--- src/rtl/mif_pkg.sv ---
package mif_pkg;

  localparam int unsigned FRM_W    = 32;
  localparam int unsigned DATA_W   = 16;
  localparam int unsigned HDR_BITS = 14;  // start + opcode + two addresses

  typedef enum logic [2:0] {
    RA_FRAME  = 3'd0,
    RA_CFG    = 3'd1,
    RA_STAT   = 3'd2,
    RA_MASK   = 3'd3,
    RA_BBCLK  = 3'd4,
    RA_BBDATA = 3'd5,
    RA_BBOE   = 3'd6
  } mif_reg_e;

  // Command word for one autonomous watch read.
  function automatic logic [FRM_W-1:0] read_cmd(input logic [4:0] phy,
                                                 input logic [4:0] regad);
    return {2'b01, 2'b10, phy, regad, 2'b10, 16'h0000};
  endfunction

  function automatic logic is_read_op(input logic [FRM_W-1:0] f);
    return f[29:28] == 2'b10;
  endfunction

  // True when the master owns the line at bit slot idx of the transaction.
  function automatic logic drives_slot(input logic rd, input int unsigned idx,
                                       input int unsigned pre);
    return !rd || (idx < pre + HDR_BITS);
  endfunction

  function automatic logic [DATA_W-1:0] diff_bits(input logic [DATA_W-1:0] a,
                                                  input logic [DATA_W-1:0] b);
    return a ^ b;
  endfunction

endpackage

--- src/rtl/mif_clkgen.sv ---
module mif_clkgen #(
  parameter int unsigned DIV_HALF = 2
) (
  input  logic clk,
  input  logic rst_n,
  input  logic run,
  output logic mdc,
  output logic rise,
  output logic fall
);
  localparam int unsigned CW = (DIV_HALF > 1) ? $clog2(DIV_HALF) : 1;
  localparam logic [CW-1:0] TOP = CW'(DIV_HALF - 1);

  logic [CW-1:0] cnt_q;
  logic          mdc_q;
  logic          wrap;

  assign wrap = run && (cnt_q == TOP);

  always_ff @(posedge clk) begin
    if (!rst_n || !run) begin
      cnt_q <= '0;
      mdc_q <= 1'b0;
    end else if (wrap) begin
      cnt_q <= '0;
      mdc_q <= ~mdc_q;
    end else begin
      cnt_q <= cnt_q + 1'b1;
    end
  end

  assign mdc  = mdc_q;
  assign rise = wrap && !mdc_q;
  assign fall = wrap && mdc_q;

endmodule

--- src/rtl/mif_shifter.sv ---
module mif_shifter
  import mif_pkg::*;
#(
  parameter int unsigned PRE_BITS = 32
) (
  input  logic              clk,
  input  logic              rst_n,
  input  logic              start,
  input  logic [FRM_W-1:0]  frame_in,
  input  logic              rise,
  input  logic              fall,
  input  logic              sdi,
  output logic              busy,
  output logic              sdo,
  output logic              soe,
  output logic              done,
  output logic [DATA_W-1:0] rd_data
);
  localparam int unsigned TXN      = PRE_BITS + FRM_W;
  localparam int unsigned IW       = $clog2(TXN);
  localparam int unsigned RD_FIRST = PRE_BITS + HDR_BITS + 2;
  localparam logic [IW-1:0] LAST_IDX = IW'(TXN - 1);

  logic [TXN-1:0]    sh_q;
  logic [IW-1:0]     idx_q;
  logic              is_rd_q;
  logic [DATA_W-1:0] rd_q;
  logic              busy_q;
  logic              done_q;
  logic              last_bit;
  logic              rd_slot;

  assign last_bit = (idx_q == LAST_IDX);
  assign rd_slot  = is_rd_q && (32'(idx_q) >= RD_FIRST);

  always_ff @(posedge clk) begin
    if (!rst_n) begin
      busy_q  <= 1'b0;
      sh_q    <= '0;
      idx_q   <= '0;
      is_rd_q <= 1'b0;
      rd_q    <= '0;
      done_q  <= 1'b0;
    end else begin
      done_q <= 1'b0;
      if (!busy_q) begin
        if (start) begin
          busy_q  <= 1'b1;
          sh_q    <= {{PRE_BITS{1'b1}}, frame_in};
          idx_q   <= '0;
          is_rd_q <= is_read_op(frame_in);
          rd_q    <= '0;
        end
      end else begin
        if (rise && rd_slot) rd_q <= {rd_q[DATA_W-2:0], sdi};
        if (fall) begin
          if (last_bit) begin
            busy_q <= 1'b0;
            done_q <= 1'b1;
          end else begin
            idx_q <= idx_q + 1'b1;
            sh_q  <= {sh_q[TXN-2:0], 1'b0};
          end
        end
      end
    end
  end

  assign busy    = busy_q;
  assign sdo     = sh_q[TXN-1];
  assign soe     = busy_q && drives_slot(is_rd_q, 32'(idx_q), PRE_BITS);
  assign done    = done_q;
  assign rd_data = rd_q;

  // the bit on the line moves only on a falling-edge tick
  p_shift_on_fall_r2: assert property (@(posedge clk) disable iff (!rst_n)
    (busy_q && $past(busy_q) && !$past(fall)) |-> $stable(sh_q[TXN-1]));

  // completion is a single-cycle event
  p_done_single_r4: assert property (@(posedge clk) disable iff (!rst_n)
    done_q |=> !done_q);

  // once released during a read, the line stays released to the end
  p_release_keeps_r3: assert property (@(posedge clk) disable iff (!rst_n)
    (busy_q && is_rd_q && !soe) |=> (!soe || !busy_q));

endmodule

--- src/rtl/mif_poll.sv ---
module mif_poll
  import mif_pkg::*;
(
  input  logic              clk,
  input  logic              rst_n,
  input  logic              enable,
  input  logic              res_valid,
  input  logic [DATA_W-1:0] res,
  input  logic              clr,
  input  logic [DATA_W-1:0] mask,
  output logic [DATA_W-1:0] basic,
  output logic [DATA_W-1:0] chg,
  output logic              irq
);
  logic              seen_q;
  logic [DATA_W-1:0] basic_q;
  logic [DATA_W-1:0] chg_q;
  logic [DATA_W-1:0] diff;

  assign diff = (res_valid && seen_q) ? diff_bits(basic_q, res) : '0;

  always_ff @(posedge clk) begin
    if (!rst_n) begin
      seen_q  <= 1'b0;
      basic_q <= '0;
      chg_q   <= '0;
    end else begin
      if (!enable)        seen_q <= 1'b0;
      else if (res_valid) seen_q <= 1'b1;
      if (res_valid) basic_q <= res;
      chg_q <= (clr ? '0 : chg_q) | diff;
    end
  end

  assign basic = basic_q;
  assign chg   = chg_q;
  assign irq   = |(chg_q & ~mask);

  // a clear with no new result leaves no flags
  p_clear_r8: assert property (@(posedge clk) disable iff (!rst_n)
    (clr && !res_valid) |=> (chg_q == '0));

  // the first result after enabling raises nothing
  p_first_quiet_r7: assert property (@(posedge clk) disable iff (!rst_n)
    (res_valid && !seen_q && !clr) |=> (chg_q == $past(chg_q)));

endmodule

--- src/rtl/mgmt_serial_master.sv ---
module mgmt_serial_master
  import mif_pkg::*;
#(
  parameter int unsigned DIV_HALF = 2,
  parameter int unsigned PRE_BITS = 32
) (
  input  logic        clk,
  input  logic        rst_n,
  input  logic        reg_wr,
  input  logic        reg_rd,
  input  logic [2:0]  reg_addr,
  input  logic [31:0] reg_wdata,
  output logic [31:0] reg_rdata,
  output logic        irq,
  output logic        mdc,
  output logic        mdio_o,
  output logic        mdio0_oe,
  output logic        mdio1_oe,
  input  logic        mdio0_i,
  input  logic        mdio1_i
);
  mif_reg_e          addr_e;
  logic [FRM_W-1:0]  frame_q;
  logic              sw_pend_q, owner_q;
  logic              sel_q, poll_en_q, bb_en_q;
  logic [4:0]        poll_reg_q, poll_phy_q;
  logic [DATA_W-1:0] mask_q;
  logic              bb_clk_q, bb_dat_q, bb_oe_q;

  logic              frame_wr, stat_rd;
  logic              eng_busy, eng_done, eng_start;
  logic              eng_sdo, eng_soe, eng_sdi;
  logic              eng_mdc, eng_rise, eng_fall;
  logic [DATA_W-1:0] eng_rd;
  logic [FRM_W-1:0]  start_frame;
  logic              can_go, sw_go, poll_go;
  logic              oe_any;
  logic [DATA_W-1:0] poll_basic, poll_chg;
  logic              poll_irq;

  assign addr_e   = mif_reg_e'(reg_addr);
  assign frame_wr = reg_wr && (addr_e == RA_FRAME);
  assign stat_rd  = reg_rd && (addr_e == RA_STAT);

  // launch arbitration: software frame first, watch reads otherwise
  assign can_go      = !eng_busy && !eng_done && !bb_en_q;
  assign sw_go       = can_go && sw_pend_q;
  assign poll_go     = can_go && !sw_pend_q && poll_en_q && !frame_wr;
  assign eng_start   = sw_go || poll_go;
  assign start_frame = sw_go ? frame_q : read_cmd(poll_phy_q, poll_reg_q);

  always_ff @(posedge clk) begin
    if (!rst_n) begin
      frame_q    <= '0;
      sw_pend_q  <= 1'b0;
      owner_q    <= 1'b0;
      sel_q      <= 1'b0;
      poll_en_q  <= 1'b0;
      bb_en_q    <= 1'b0;
      poll_reg_q <= '0;
      poll_phy_q <= '0;
      mask_q     <= '1;
      bb_clk_q   <= 1'b0;
      bb_dat_q   <= 1'b0;
      bb_oe_q    <= 1'b0;
    end else begin
      if (reg_wr) begin
        case (addr_e)
          RA_CFG: begin
            sel_q      <= reg_wdata[0];
            poll_en_q  <= reg_wdata[1];
            bb_en_q    <= reg_wdata[2];
            poll_reg_q <= reg_wdata[7:3];
            poll_phy_q <= reg_wdata[14:10];
          end
          RA_MASK:   mask_q   <= reg_wdata[15:0];
          RA_BBCLK:  bb_clk_q <= reg_wdata[0];
          RA_BBDATA: bb_dat_q <= reg_wdata[0];
          RA_BBOE:   bb_oe_q  <= reg_wdata[0];
          default: ;
        endcase
      end
      if (eng_start) owner_q <= sw_go;
      if (frame_wr) begin
        frame_q   <= reg_wdata & ~32'h0001_0000;
        sw_pend_q <= 1'b1;
      end else begin
        if (sw_go) sw_pend_q <= 1'b0;
        if (eng_done && owner_q && !sw_pend_q) begin
          frame_q[16] <= 1'b1;
          if (is_read_op(frame_q)) frame_q[15:0] <= eng_rd;
        end
      end
    end
  end

  mif_clkgen #(.DIV_HALF(DIV_HALF)) u_clk (
    .clk(clk), .rst_n(rst_n), .run(eng_busy),
    .mdc(eng_mdc), .rise(eng_rise), .fall(eng_fall)
  );

  mif_shifter #(.PRE_BITS(PRE_BITS)) u_shift (
    .clk(clk), .rst_n(rst_n), .start(eng_start), .frame_in(start_frame),
    .rise(eng_rise), .fall(eng_fall), .sdi(eng_sdi),
    .busy(eng_busy), .sdo(eng_sdo), .soe(eng_soe), .done(eng_done),
    .rd_data(eng_rd)
  );

  mif_poll u_poll (
    .clk(clk), .rst_n(rst_n), .enable(poll_en_q && !bb_en_q),
    .res_valid(eng_done && !owner_q), .res(eng_rd), .clr(stat_rd),
    .mask(mask_q), .basic(poll_basic), .chg(poll_chg), .irq(poll_irq)
  );

  // pin muxing
  assign eng_sdi  = sel_q ? mdio1_i : mdio0_i;
  assign mdc      = bb_en_q ? bb_clk_q : eng_mdc;
  assign mdio_o   = bb_en_q ? bb_dat_q : eng_sdo;
  assign oe_any   = bb_en_q ? bb_oe_q  : eng_soe;
  assign mdio0_oe = oe_any && !sel_q;
  assign mdio1_oe = oe_any && sel_q;
  assign irq      = poll_irq;

  always_comb begin
    case (addr_e)
      RA_FRAME:  reg_rdata = frame_q;
      RA_CFG:    reg_rdata = {17'd0, poll_phy_q, mdio1_i, mdio0_i, poll_reg_q,
                              bb_en_q, poll_en_q, sel_q};
      RA_STAT:   reg_rdata = {poll_basic, poll_chg};
      RA_MASK:   reg_rdata = {16'd0, mask_q};
      RA_BBCLK:  reg_rdata = {31'd0, bb_clk_q};
      RA_BBDATA: reg_rdata = {31'd0, bb_dat_q};
      RA_BBOE:   reg_rdata = {31'd0, bb_oe_q};
      default:   reg_rdata = '0;
    endcase
  end

  // never both pins driven
  p_pin_excl_r11: assert property (@(posedge clk) disable iff (!rst_n)
    !(mdio0_oe && mdio1_oe));

  // manual mode starts nothing
  p_bb_hold_r10: assert property (@(posedge clk) disable iff (!rst_n)
    bb_en_q |-> !eng_start);

  // completion flag drops on a new command and rises at the end
  p_cmp_clear_r4: assert property (@(posedge clk) disable iff (!rst_n)
    frame_wr |=> !frame_q[16]);
  p_cmp_set_r4: assert property (@(posedge clk) disable iff (!rst_n)
    (eng_done && owner_q && !sw_pend_q && !frame_wr) |=> frame_q[16]);

endmodule

--- config.mk ---
export PLATFORM = sky130hd
export DESIGN_NAME = mgmt_serial_master
export DESIGN_NICKNAME = d
export VERILOG_FILES = /design/src/rtl/mif_pkg.sv /design/src/rtl/mif_clkgen.sv /design/src/rtl/mif_shifter.sv /design/src/rtl/mif_poll.sv /design/src/rtl/mgmt_serial_master.sv
export SDC_FILE = /design/constraint.sdc
export NUM_CORES = 1
export LEC_CHECK = 0
export CORE_MARGIN = 1
export CORE_UTILIZATION = 63
export CTS_BUF_LIST = sky130_fd_sc_hd__clkbuf_4 sky130_fd_sc_hd__clkbuf_8
export DETAILED_ROUTE_END_ITERATION = 6
export DONT_BUFFER_PORTS = 1
export PLACE_DENSITY_LB_ADDON = 0.2
export SYNTH_ARGS = -nofsm -noshare
export SYNTH_HDL_FRONTEND = slang
export SYNTH_SLANG_ARGS = --single-unit
--- constraint.sdc ---
create_clock -name clk -period 3 [get_ports clk]
set_clock_uncertainty 0.15 [all_clocks]
set_input_delay 0.45 -clock clk [delete_from_list [all_inputs] [get_ports clk]]
set_output_delay 0.45 -clock clk [all_outputs]
set_load 0.03 [all_outputs]
---- Word-level counts from Yosys, hierarchy flattened ----
Index checks and enable logic that the tools add are counted.
word-level totals
  bits in registers ....................... 190
  bits of input ports ..................... 41
  output and inout bits ................... 37
  logic and storage cells ................. 130
operators by class
  add/subtract/negate cells ............... 2
  $lt $le $gt $ge ......................... 2
  eq/ne operators ......................... 12
  muxes and demuxes ....................... 29
  bitwise gates (word level) .............. 7
  reduce and logical (&&, ||, !) cells .... 53
operator list
  operator               number
  $mux W64               4
  $pmux W32 S7           1
  $mux W16               8
  $mux W32               1
  $mux W6                4
  $logic_and A1 B1 Y1    21
  $reduce_and A2 Y1      9
  $and A16 B16 Y16       1
  $not A16 Y16           1
  $or A16 B16 Y16        1
  $reduce_or A16 Y1      1
  $xor A16 B16 Y16       1
  $mux W1                11
  $logic_not A1 Y1       10
  $eq A3 B3 Y1 const B   3
  $reduce_bool A2 Y1     4
  $add A6 B1 Y6 const B  1
  $eq A3 B2 Y1 const B   2
  $eq A6 B6 Y1 const B   1
  $ge A6 B6 Y1 const B   1
  $lt A6 B6 Y1 const B   1
  $ne A2 B2 Y1 const B   3
  $reduce_and A3 Y1      2
  $eq A2 B2 Y1 const B   2
  other kinds (6)        11

---- Logic depth before layout (Yosys ltp) ----
Gate-level depths: netlist of run 1.
  word-level depth ........................ 9
  gate-level depth with buffers ........... 8
  depth with buffers taken out ............ 5

---- Modules after synthesis ----
A second synthesis of run 1 with hierarchy kept.
second synthesis, totals
  cell total of the unflattened synthesis .. 977
  area, all modules ....................... 9076.2 sq um
by module, submodules not included
  module              times used  cells each  area each (sq um)  sequential area each (sq um)
  mgmt_serial_master  1           436         3802.4             1321.3
  mif_shifter         1           376         3668.5             1781.7
  mif_poll            1           156         1530.2             660.6
  mif_clkgen          1           9           75.1               40.0

---- Worst setup path before layout of run 1 ----
OpenSTA, ideal clock, no wires.
  path kind ............................... input port to output port
  start ................................... input port reg_addr[2]
  end ..................................... output port reg_rdata[10]
  arrival time ............................ 1.822 ns
  data required time ...................... 2.400 ns
  setup slack ............................. 0.578 ns
  cell stages on the path ................. 5
  buffers on the path ..................... 2
  cells stage by stage .................... clkbuf_1 -> nor3b_1 -> clkbuf_1 -> a22oi_1 -> nand2_1
on the way
  longest elaborated chain between the ends .. 2
  elaborated cells between the ends (all ways) .. 8
  those cells by class .................... eq/ne (6); mux (1); reduce/logical (1)
RTL lines
  what                                  RTL line                   RTL
  from (decl)                           mgmt_serial_master.sv:11   input logic [2:0] reg_addr,
  $eq A3 B3 Y1 (tied with other cells)  mgmt_serial_master.sv:125  case (addr_e)
  $pmux W32 S7 *                        mgmt_serial_master.sv:125
  to (decl)                             mgmt_serial_master.sv:13   output logic [31:0] reg_rdata,
Every way passes the cells marked *; elsewhere a longest branch is shown, timed or not.

---- Worst setup path after layout of run 1 ----
  start ................................... register u_shift.busy_q (netlist: u_shift.busy)
  end ..................................... output port mdio1_oe
on the way
  longest elaborated chain between the ends .. 3
RTL lines
  what                    RTL line                   RTL
  from (decl)             mif_shifter.sv:28          logic busy_q;
  from (signal assigned)  mif_shifter.sv:38          busy_q <= 1'b0;
  from (signal assigned)  mif_shifter.sv:48          busy_q <= 1'b1;
  from (signal assigned)  mif_shifter.sv:58          busy_q <= 1'b0;
  $logic_and A1 B1 Y1     mif_shifter.sv:71          assign soe = busy_q && drives_slot(is_rd_q, 32'(idx_q), PRE_BITS);
  $mux W1                 mgmt_serial_master.sv:119  assign oe_any = bb_en_q ? bb_oe_q : eng_soe;
  $logic_and A1 B1 Y1     mgmt_serial_master.sv:121  assign mdio1_oe = oe_any && sel_q;
  to (decl)               mgmt_serial_master.sv:18   output logic mdio1_oe,
No other way between the ends.

==> results.md, run 1 <==
Critical path:
- The largest single stage delay on the critical path is roughly 370 ps.
- STA classifies the critical path startpoint as a flip-flop.
- STA classifies the critical path endpoint as an output port.
- Tracing the worst setup path back leads to its startpoint at u_shift.busy.
- The highest fanout seen on the critical path is 31.
- Walking the worst path, the cells encountered are buf_4, o21ai_0, o21a_1, nor2b_1, buf_4.
- The required time at the worst-slack endpoint is 2400 ps.
- The most common cell type on the critical path is sky130_fd_sc_hd__buf_4.
- STA puts the critical path data arrival time at 2020 ps.
- The startpoint identified for the worst register-to-register timing path is u_shift.busy.
- The slowest stage of the critical path belongs to the cell sky130_fd_sc_hd__dfxtp_1.
- The classification of the worst setup path is reg2out.

Floorplanning:
- The die width is 116.7 um.
- Row generation in the floorplan step produced 41 rows.
- Pin placement for this block handled 78 I/O pins.
- The effective utilization at floorplan is 0.6518.
- The height of the die is 116.7 um.
- The die covers 13,630 sq um.
- The region available for standard cell placement spans 12,720 sq um.

Power and ir drop:
- The analysis attributes to net switching a power of around 0.0012 W.
- Of the total power, registers draw 0.582.
- The internal power summed over all cells is 0.003285 W.
- The total power after layout is 0.004480 W.
- The share of total power dissipated in the clock network is 0.347.
- Across the VDD grid, the largest voltage drop is 0.0004015 V.
- Of the total power, the share spent switching nets is 0.2668.
- Power spread over the standard cell area amounts to between 400 and 500 nW/um^2.
- The fraction of power consumed by combinational cells is 0.072.
- In this run the static leakage power is about 3.3 nW.

Global route:
- The total overflow reported by the global router is 0.
- In the global route stage, overall resource usage came out at 0.3592.
- The number of global-route vias before repair is 6,755.
- Entering global routing, the biggest net connects 161 pins.
- The first global-routing pass estimated 36,620 um of wire.
- The number of antenna violations at the first check in global routing is 0.

Yosys:
- Of the total synthesized cell area, the portion taken by AND, OR, NAND and NOR gates is 0.1693.
- The share of the Yosys chip area taken by registers is 0.4587.
- Of the total synthesized cell area, the portion taken by full adders, half adders and majority gates is 0.001509.
- The share of synthesized area in the top cell type comes to 0.4587.
- The cell area after synthesis is 8293 sq um.
- After technology mapping, the gate count stands at 930.
- The count of distinct cell types in the synthesized netlist is 51.
- Counting every net in the synthesized netlist gives a little under 1,000.
- The largest family of logic cells by synthesized area is compound AO/OA/AOI/OAI gates.
- Dividing the synthesized area by the synthesized cell count gives 8.917 sq um.
- The Yosys step of the flow raised 0 warnings.
- The area fraction in compound gates after synthesis came to 0.2678.
- Synthesis inferred 190 register bits.
- The prevailing post-synth register cell is sky130_fd_sc_hd__dfxtp_1.
- The number of enable flip-flop cells after synthesis is 0.
- The synthesized design spends more area on one cell type than any other, namely sky130_fd_sc_hd__dfxtp_1.
- The async set-reset flop share out of synthesis is 0.
- The post-synthesis mux area share is 0.03440.
- By area the synthesized netlist is led by sky130_fd_sc_hd__dfxtp_1, sky130_fd_sc_hd__nand2_1, sky130_fd_sc_hd__a22o_1.
- The parity-gate share of the synthesized area counting xor and xnor cells is 0.01795.

Drt:
- The total wirelength of the detailed-routed design is around 24,000 um.
- The remaining antenna violation count is 0.
- The starting DRC count in detailed routing is 873.
- After detailed routing, the average wire length per cell comes to around 22 um.
- The total via count after detailed routing is 7,490.
- After detailed routing, the number of vias per cell comes to 6.742.
- The length of the first detailed-routing pass in iterations is 7.
- In the routed design, unresolved DRC markers number 2.

Placement:
- The congestion estimate from routability-driven global placement came to 0.8730.
- The sum of net half-perimeters after detailed placement is 15,290 um.
- During placement, the flow inserted port buffers numbering 0.

Clock tree:
- The clock edge transition at the registers on the reported setup and hold paths is approximately 90 ps.
- The number of buffers between clock root and the deepest sink is 2.
- The TritonCTS buffer count is 17.
- The number of gates resized after cts is 0.
- CTS built an H-tree with a depth of 4.
- TritonCTS built the clock tree.
- The clock net in this run drives a total of 190 sinks.
- The clock latency on the worst-skew pair is roughly 480 ps.
- The CTS root buffer is sky130_fd_sc_hd__clkbuf_8.

STA:
- Setup repair after global routing left no endpoint under its margin.
- The post-route minimum period is 2616 ps.
- In this run the tightest slew margin relative to its limit is 0.2213.
- The final setup TNS is 0 ps.
- Static timing analysis puts the maximum clock frequency at 382.3 MHz.
- The final count of pins violating max slew was 0.
- The actual slew at the worst max-slew pin is around 1200 ps.
- The count of final setup violators is 0.
- In the finished design, the share of the clock period the worst path needs comes to 0.8719.
- The count of final hold-check violations is 0.

Hold path:
- The path class of the tightest hold or removal check is in2reg.
- The worst hold path begins at reg_wdata[0].

Flow run:
- The number of maximum-capacitance constraint violations is 0.

Cells and area:
- The final net count is 968.
- The share of layout cells above drive strength 1 is 0.1171.
- The filler cells instantiated in the layout total 993.
- The layout overhead on the synthesized area is 10.09%.
- 0 antenna diodes ended up in the layout.

Outcome:
- The run finished, with violations left.
- The final reports fail on design-rule violations.
power by group through the flow:
| stage | logic, W | registers, W | clock network, W |
|---|---|---|---|
| 2_1_floorplan | 0.000222 | 0.00265 | 0 |
| 3_3_place_gp | 0.000221 | 0.00266 | 0 |
| 3_5_place_dp | 0.000229 | 0.00266 | 0 |
| 4_1_cts | 0.000310 | 0.00260 | 0.00156 |
| 5_1_grt | 0.000339 | 0.00261 | 0.00166 |
| 6_report | 0.000321 | 0.00261 | 0.00155 |
layer usage:
| metal | GRT usage | share of wire |
|---|---|---|
| met4 | 0.1325 | 0.025 |
| met3 | 0.09860 | 0.12 |
| met1 | 0.4951 | 0.41 |
| met2 | 0.5385 | 0.45 |
| met5 | 0 | 0 |
per-stage QoR:
step | instance area (sq um) | hold slack, ps | cells | setup WS (ps) | utilization
after floorplan | 8293 | 285.2 | 930 | 577.6 | -
after global placement | 8359 | 298.6 | 1039 | 538.0 | 0.6571
after detailed placement | 8359 | 305.0 | 1039 | 486.4 | 0.6571
after CTS | 9110 | 0.02021 | 1109 | 447.5 | 0.7161
after global routing | 9130 | 3.241 | 1111 | 343.5 | 0.7176
final | 9130 | 12.36 | 1111 | 384.2 | 0.7176
worst max-delay path: cells and delay by family (launching register included):
| kind | cells | cell delay (ps) |
|---|---|---|
| AOI/OAI and AO/OA | 2 | 540 |
| buffers and inverters | 2 | 490 |
| DFF | 1 | 370 |
| and+or+nand+nor | 1 | 150 |
worst paths after layout:
| check | endpoint | slack (ps) | cells past startpoint |
|---|---|---|---|
| hold / removal | bb_dat_q | 10 | 2 |
| setup / recovery | mdio1_oe | 380 | 5 |
| hold reg to reg | u_shift.sh_q[0] | 320 | 2 |
| setup reg to reg | u_shift.sh_q[26] | 630 | 6 |
cells in the final DEF, fill, tap and decap left out, types with 8 or more instances in the layout:
cell type / instances
sky130_fd_sc_hd__nor2b_1: 26
sky130_fd_sc_hd__xor2_1: 16
sky130_fd_sc_hd__nor2_1: 10
sky130_fd_sc_hd__o221a_2: 34
sky130_fd_sc_hd__a22o_1: 50
sky130_fd_sc_hd__dfxtp_1: 190
sky130_fd_sc_hd__nand2_1: 176
sky130_fd_sc_hd__dlygate4sd3_1: 39
sky130_fd_sc_hd__nand3_1: 18
sky130_fd_sc_hd__a21boi_0: 46
sky130_fd_sc_hd__clkbuf_8: 17
sky130_fd_sc_hd__inv_1: 19
sky130_fd_sc_hd__nor3_1: 13
sky130_fd_sc_hd__o211ai_1: 8
sky130_fd_sc_hd__a21oi_1: 19
sky130_fd_sc_hd__buf_4: 22
sky130_fd_sc_hd__mux2i_1: 24
sky130_fd_sc_hd__o21ai_0: 56
sky130_fd_sc_hd__nand4_1: 27
sky130_fd_sc_hd__a22oi_1: 46
layout make-up:
class,count,area (sq um),area share
clock buffer,18,241.5,0.02645
clock inverter,14,111.4,0.01220
inverter,19,71.32,0.007811
multi-input combinational,636,4104,0.4495
sequential,190,3804,0.4166
tap,172,215.2,0.02357
timing repair buffer,62,583.1,0.06386
cells in the mapped netlist, types with 2 or more instances:
master,n
sky130_fd_sc_hd__mux2i_1,24
sky130_fd_sc_hd__dfxtp_1,190
sky130_fd_sc_hd__xor2_1,16
sky130_fd_sc_hd__a21boi_0,46
sky130_fd_sc_hd__nand2_1,176
sky130_fd_sc_hd__nand4_1,27
sky130_fd_sc_hd__o211ai_1,8
sky130_fd_sc_hd__a21oi_1,19
sky130_fd_sc_hd__a221oi_1,5
sky130_fd_sc_hd__a31o_2,5
sky130_fd_sc_hd__a22o_1,50
sky130_fd_sc_hd__nand3b_1,2
sky130_fd_sc_hd__inv_1,19
sky130_fd_sc_hd__o41ai_1,5
sky130_fd_sc_hd__buf_6,2
sky130_fd_sc_hd__clkbuf_1,70
sky130_fd_sc_hd__o22ai_1,4
sky130_fd_sc_hd__o21a_1,2
sky130_fd_sc_hd__buf_1,3
sky130_fd_sc_hd__and2_1,5
sky130_fd_sc_hd__nor3b_1,9
sky130_fd_sc_hd__a31oi_1,4
sky130_fd_sc_hd__o221a_2,34
sky130_fd_sc_hd__buf_2,8
sky130_fd_sc_hd__nor3_1,14
sky130_fd_sc_hd__clkbuf_2,2
sky130_fd_sc_hd__o21ai_0,56
sky130_fd_sc_hd__nand3_1,18
sky130_fd_sc_hd__nor2_1,10
sky130_fd_sc_hd__mux2_2,4
sky130_fd_sc_hd__nor2b_1,26
sky130_fd_sc_hd__a22oi_1,46
sky130_fd_sc_hd__o221ai_1,3
repair_timing:
action	in CTS	in global routing
hold endpoints to repair	160	2
buffers inserted	0	0
hold buffers	38	2
sequential cells by signal, indices dropped and copies added, names as in the netlist, 5 cells and up:
name,cells
frame_q,32
u_poll.chg,16
u_shift.rd_data,16
u_poll.basic,16
mask_q,16
poll_phy_q,5
poll_reg_q,5
u_shift.idx_q,6
u_shift.sh_q,64
logic make-up after synthesis:
family                     Yosys count
DFF                                190
adders and majority gates            1
xor gates and xnor gates            17
and+or+nand+nor                    298
buffers and inverters              104
muxes                               28
AOI/OAI and AO/OA                  292
No activity file was read; power rests on OpenSTA's default activity.
==> run 2: changes to the inputs <==
Settings changed: CORE_UTILIZATION 63 to 29, CTS_CLUSTER_SIZE set to 40, REMOVE_ABC_BUFFERS set to 1.
==> results.md, run 2 (same netlist as run 1, synthesis figures left out) <==
Drt:
- The final routed DRC violation total is 0 (-2).
- The mean number of vias per cell is 5.305 (-21%).
- The length of the first detailed-routing pass in iterations came to 5 (-2).
- The post-detailed-route wirelength per cell was 20.49 um (-5.8%).
- The starting DRC count in detailed routing is 565 (-35%).
- The total wirelength of the detailed-routed design is 27,060 um (+12%).
- The total via count after detailed routing is 7,008 (-6.4%).
- The remaining antenna violation count is 0 (unchanged).

Clock tree:
- The number of H-tree levels is 4 (unchanged).
- The CTS tree is yes.
- The number of post-CTS setup repair buffers was 0 (unchanged).
- The number of sinks handled by clock tree synthesis is 190 (unchanged).
- The number of buffers between clock root and the deepest sink came to 2 (unchanged).
- The TritonCTS buffer count came to 17 (unchanged).
- The clock latency on the worst-skew pair is 480 ps (about the same).
- The clock edge transition at the registers on the reported setup and hold paths is 110 ps (+20 ps).
- The CTS root buffer is sky130_fd_sc_hd__clkbuf_8.

Critical path:
- Walking the worst path, the cells encountered are o22ai_1, a221oi_1, nand4_1.
- The cell with the largest stage delay on the worst path is sky130_fd_sc_hd__a221oi_1.
- The maximum single-stage delay on the critical path is 510 ps (+140 ps).
- The required time at the worst-slack endpoint is 2400 ps (about the same).
- The family with the most delay on the worst path is compound AO/OA/AOI/OAI gates.
- The critical path launch point type is a flip-flop.
- By startpoint and endpoint, the worst setup path is classified as reg2out.
- The number of buffers and inverters on the critical path is 0 (-2).
- STA classifies the critical path endpoint as an output port.
- The data arrival time of the critical path is 2040 ps (+20 ps).
- The highest fanout seen on the critical path is 3 (-90%).

STA:
- The count of final setup violators is 0 (unchanged).
- The peak clock frequency supported by timing is 379.0 MHz (-0.87%).
- The count of final hold-check violations is 0 (unchanged).
- The fraction of the cycle the final worst path needs is 0.8796 (+0.007650).
- The headroom to the max-slew limit is 0.3327 (+0.1113).
- Setup repair after global routing left no endpoint under its margin.
- The final count of pins violating max slew is 0 (unchanged).
- The post-route minimum period came to 2639 ps (+22.95 ps).
- The actual slew at the worst max-slew pin is 1001 ps (-163.1 ps).

Cells and area:
- In the layout the commonest cells are sky130_fd_sc_hd__dfxtp_1, sky130_fd_sc_hd__nand2_1, sky130_fd_sc_hd__o21ai_0, sky130_fd_sc_hd__a22o_1.
- Compared with the post-synthesis result, the final layout area differs by 14.32%.
- The flip-flop count of the largest register, all copies and words added is 64 (unchanged).
- The final net count was 972 (+0.41%).
- The largest registers in the layout are u_shift.sh_q: 64 flops, frame_q: 32 flops.
- The final design instance area without fill is 9480 sq um (+3.8%).
- The antenna cell count is 0 (unchanged).
- The share of layout cells above drive strength 1 is 0.1251 (+0.007987).
- The most common cell after layout, fill and taps aside is sky130_fd_sc_hd__dfxtp_1.
- The register with the most flip-flops in the final layout is u_shift.sh_q.

Placement:
- The port buffer count came to 0 (unchanged).
- The placed standard-cell area came to 8668 sq um (+3.7%).
- The routability congestion estimate is 0.7527 (-14%).
- The sum of net half-perimeters after detailed placement is 16,720 um (+9.3%).

Power and ir drop:
- The maximum ir drop on the vdd rail is 0.0002821 V (-30%).
- The total power after layout was 0.004678 W (+4.4%).
- The power density over cell area is 493.5 nW/um^2 (+0.56%).
- The leakage power figure was 3.319 nW (+2.1%).

Floorplanning:
- The boundary pin count is 78 (unchanged).
- The core area is 27,930 sq um (+120%).
- The effective utilization at floorplan is 0.2969 (-0.3550).
- The die width was 171.1 um (+47%).
- The die footprint is 29,280 sq um (+110%).
- The number of standard-cell rows in the floorplan is 61 (+49%).
- The height of the die is 171.1 um (+47%).

Flow run:
- The number of maximum-capacitance constraint violations is 0 (unchanged).

Hold path:
- The worst hold path class is in2reg.

Global route:
- The total overflow reported by the global router came to 0 (unchanged).
- The number of antenna violations at the first check in global routing is 0 (unchanged).
- The combined global-route utilization of all metal layers was 0.1898 (-0.1694).
- The wire length of the first global-routing pass is 41,630 um (+14%).
- The number of global-route vias before repair is 6,585 (-2.5%).
- The largest net degree at the start of global routing is 163 (+1.2%).

Outcome:
- The run finished with clean final reports.
run 2: cell count changes in the layout (fill, tap and decap cells not counted), moves of 2 or more:
cell	previous run	this run
sky130_fd_sc_hd__buf_4	22	26
sky130_fd_sc_hd__inv_8	1	4
sky130_fd_sc_hd__buf_12	0	2
sky130_fd_sc_hd__clkinv_4	3	1
sky130_fd_sc_hd__clkinvlp_4	5	3
sky130_fd_sc_hd__dlygate4sd3_1	39	37
run 2: cell type report:
class | instances | area [sq um]
Sequential cell | 190 | 3805
Fill cell | 2979 | 18450
Inverter | 19 | 71.32
Timing Repair Buffer | 66 | 633.1
Clock inverter | 14 | 146.4
Multi-Input combinational cell | 636 | 4104
Tap cell | 378 | 473.0
Clock buffer | 18 | 247.7
run 2: power breakdown:
part           switching (W)  total [W]  internal (W)
clock                0.00102    0.00174      0.000712
combinational       0.000208   0.000334      0.000126
sequential         0.0000398    0.00261       0.00257
run 2: path summary, 6_finish.rpt:
kind / from / endpoint / slack, ps / cells past startpoint
worst min-delay path: reg_wdata[2] / frame_q[2] / 30 / 2
worst min register to register: u_shift.sh_q[29] / u_shift.sh_q[29] / 330 / 2
worst max-delay path: mask_q[0] / irq / 360 / 3
worst max register to register: u_shift.done / u_shift.sh_q[20] / 800 / 5
run 2: what timing repair did:
item                                   4_1_cts  5_1_grt
gates resized for setup                      0        0
endpoints found under the hold margin      163        0
hold buffers                                39        0
run 2: layer usage:
layer	vias to the layer above	routed length (um)	global-route usage
met3	28	1042	0.03169
met5	-	0	0
li1	3389	-	-
met2	153	12600	0.2999
met4	0	432	0.05474
met1	3438	12990	0.2636
run 2: through the flow:
stage	cells	hold WS, ps	setup slack, ps	util	TNS (ps)
after floorplan	845	283.8	-762.8	-	-51970
after global placement	1250	298.4	502.8	0.3103	0
after detailed placement	1250	307.6	505.4	0.3103	0
after CTS	1321	1.617	265.2	0.3394	0
after global routing	1321	20.46	245.9	0.3394	0
final	1321	32.69	361.3	0.3394	0
run 2: worst reg2reg max path, stage by stage (launching register included):
cell	delay, ps
sky130_fd_sc_hd__dfxtp_1	400
sky130_fd_sc_hd__nor3_1	430
sky130_fd_sc_hd__o211a_1	490
sky130_fd_sc_hd__nor2_2	90
sky130_fd_sc_hd__buf_12	180
sky130_fd_sc_hd__o41ai_1	360
==> run 3: changes to the inputs <==
Settings changed: RECOVER_POWER set to 50.
==> results.md, run 3 (same netlist as run 1, synthesis figures left out) <==
Cells and area:
- More flip-flops sit in one register than any other, and that register is u_shift.sh_q.
- In the final layout, the registers with the most flip-flops are u_shift.sh_q: 64 flops, frame_q: 32 flops.
- The final net count is 972 (unchanged).
- The share of layout cells above drive strength 1 is 0.1135 (-0.01166).
- The antenna cell count is 0 (unchanged).
- The utilization of the core after routing is 0.3375 (-0.001881).
- The flip-flop count of the largest register, all copies and words added is 64 (unchanged).
- The filler cell count in the final layout was 2,990 (+0.37%).
- Leaving out fill and tap cells, the most frequent cells in the layout are sky130_fd_sc_hd__dfxtp_1, sky130_fd_sc_hd__nand2_1, sky130_fd_sc_hd__o21ai_0, sky130_fd_sc_hd__a22o_1.
- The area growth from synthesis to layout is 13.68%.
- The final cell count without fillers is 1,321 (unchanged).
- Leaving out fill and tap cells, the most frequent cell in the layout is sky130_fd_sc_hd__dfxtp_1.

STA:
- The tightest hold margin came to 32.68 ps (-0.01060 ps).
- The fraction of the cycle the final worst path needs is 0.9100 (+0.03045).
- The final count of pins violating max slew came to 0 (unchanged).
- The post-route minimum period is 2730 ps (+91.36 ps).
- The count of final hold-check violations is 0 (unchanged).
- The final setup TNS is 0 ps (unchanged).
- Setup repair after global routing left no endpoint under its margin.
- The actual slew at the worst max-slew pin is 1424 ps (+423.1 ps).
- The headroom to the max-slew limit is 0.05059 (-0.2821).
- The peak clock frequency supported by timing is 366.3 MHz (-3.3%).
- The count of final setup violators is 0 (unchanged).
- The post-route worst setup slack is 269.9 ps (-91.36 ps).

Flow run:
- The number of maximum-capacitance constraint violations is 0 (unchanged).

Drt:
- The remaining antenna violation count is 0 (unchanged).
- The total wirelength of the detailed-routed design is 27,150 um (+0.34%).
- The starting DRC count in detailed routing came to 541 (-4.2%).
- The length of the first detailed-routing pass in iterations is 5 (unchanged).
- The final routed DRC violation total was 0 (unchanged).
- The post-detailed-route wirelength per cell came to 20.55 um (+0.34%).
- The mean number of vias per cell is 5.329 (+0.44%).
- The total via count after detailed routing is 7,039 (+0.44%).

Global route:
- The total overflow reported by the global router is 0 (unchanged).
- The number of antenna violations at the first check in global routing is 0 (unchanged).
- The number of global-route vias before repair is 6,585 (unchanged).
- The largest net degree at the start of global routing was 163 (unchanged).
- The combined global-route utilization of all metal layers was 0.1898 (unchanged).
- The wire length of the first global-routing pass came to 41,630 um (unchanged).

Placement:
- The routability congestion estimate is 0.7527 (unchanged).
- The worst setup slack after placement is 505.4 ps (unchanged).
- The sum of net half-perimeters after detailed placement is 16,720 um (unchanged).
- The port buffer count came to 0 (unchanged).
- The number of placed cells counting well taps is 1,250 (unchanged).

Clock tree:
- The clock latency on the worst-skew pair is 480 ps (about the same).
- The number of sinks handled by clock tree synthesis is 190 (unchanged).
- TritonCTS built the clock tree.
- The TritonCTS buffer count was 17 (unchanged).
- The number of post-CTS setup repair buffers was 0 (unchanged).
- The number of H-tree levels is 4 (unchanged).
- The clock edge transition at the registers on the reported setup and hold paths was 110 ps (about the same).
- The number of buffers between clock root and the deepest sink is 2 (unchanged).
- The number of gates resized after cts is 0 (unchanged).
- The CTS root buffer is sky130_fd_sc_hd__clkbuf_8.
- The post-cts hold buffer count was 39 (unchanged).

Critical path:
- The cell depth of the worst flop-to-flop path is 6 (+1).
- The sort of element at the end of the critical path is a flip-flop.
- STA classifies the critical path startpoint as an input pin.
- The required time at the worst-slack endpoint was 3280 ps (+880 ps).
- The data arrival time of the critical path is 3010 ps (+970 ps).
- The highest fanout seen on the critical path is 24 (+21).
- The classification of the worst setup path is in2reg.

Floorplanning:
- The core area is 27,930 sq um (unchanged).
- The die footprint was 29,280 sq um (unchanged).
- The boundary pin count is 78 (unchanged).
- The die width is 171.1 um (unchanged).
- The effective utilization at floorplan came to 0.2969 (unchanged).
- The number of standard-cell rows in the floorplan is 61 (unchanged).
- The height of the die was 171.1 um (unchanged).

Power and ir drop:
- The leakage power figure is 3.284 nW (-1.1%).
- The maximum ir drop on the vdd rail is 0.0002816 V (-0.18%).
- The power density over cell area came to 496.6 nW/um^2 (+0.63%).

Outcome:
- The run finished with clean final reports.

Hold path:
- The worst hold path class is in2reg.
- The hold path depth is 2 (unchanged).
-- run 3: changes by cell type in the layout (fill, tap and decap cells not counted), moves of 2 or more --
cell | previous run | this run
sky130_fd_sc_hd__clkbuf_1 | 0 | 7
sky130_fd_sc_hd__clkbuf_2 | 0 | 4
sky130_fd_sc_hd__nor3b_2 | 5 | 3
sky130_fd_sc_hd__nor3b_1 | 5 | 7
sky130_fd_sc_hd__buf_4 | 26 | 15
-- run 3: metrics by stage --
step	power [W]	cell area (sq um)
2_1_floorplan	0.002823	7946
3_3_place_gp	0.002908	8668
3_5_place_dp	0.002909	8668
4_1_cts	0.004734	9480
5_1_grt	0.004858	9428
6_report	0.004682	9428
-- run 3: final cells by class --
cell class / instances / area [sq um] / area share
clock buffer: 18 / 247.7 / 0.02628
timing repair buffer: 66 / 596.8 / 0.06330
multi-input combinational: 636 / 4089 / 0.4337
inverter: 19 / 71.32 / 0.007565
sequential: 190 / 3804 / 0.4035
tap: 378 / 473.0 / 0.05017
clock inverter: 14 / 146.4 / 0.01553
-- run 3: critical path, cell delays in order --
cell,delay [ps]
sky130_fd_sc_hd__and3b_1,180
sky130_fd_sc_hd__clkbuf_1,850
sky130_fd_sc_hd__and2_1,230
sky130_fd_sc_hd__clkbuf_2,510
sky130_fd_sc_hd__nand2_1,120
sky130_fd_sc_hd__nand3_1,90
sky130_fd_sc_hd__dlygate4sd3_1,550
-- run 3: worst paths after layout --
check	endpoint	slack (ps)	start
hold / removal	u_shift.sh_q[20]	30	rst_n
setup / recovery	mask_q[10]	270	reg_addr[2]
hold reg to reg	u_shift.sh_q[29]	330	u_shift.sh_q[29]
setup reg to reg	u_shift.sh_q[7]	290	u_shift.busy
-- run 3: per-layer routing --
layer	up-vias	global-route usage	wire [um]
met5	-	0	0
met3	30	0.03169	1032
met1	3453	0.2636	13060
li1	3394	-	-
met2	162	0.2999	12620
met4	0	0.05474	445
-- run 3: where the power goes --
group          internal [W]  leakage, nW  switching (W)  total, W
combinational      0.000123         1.55       0.000208  0.000331
sequential          0.00257         1.54      0.0000399   0.00261
clock              0.000712        0.194        0.00103   0.00174
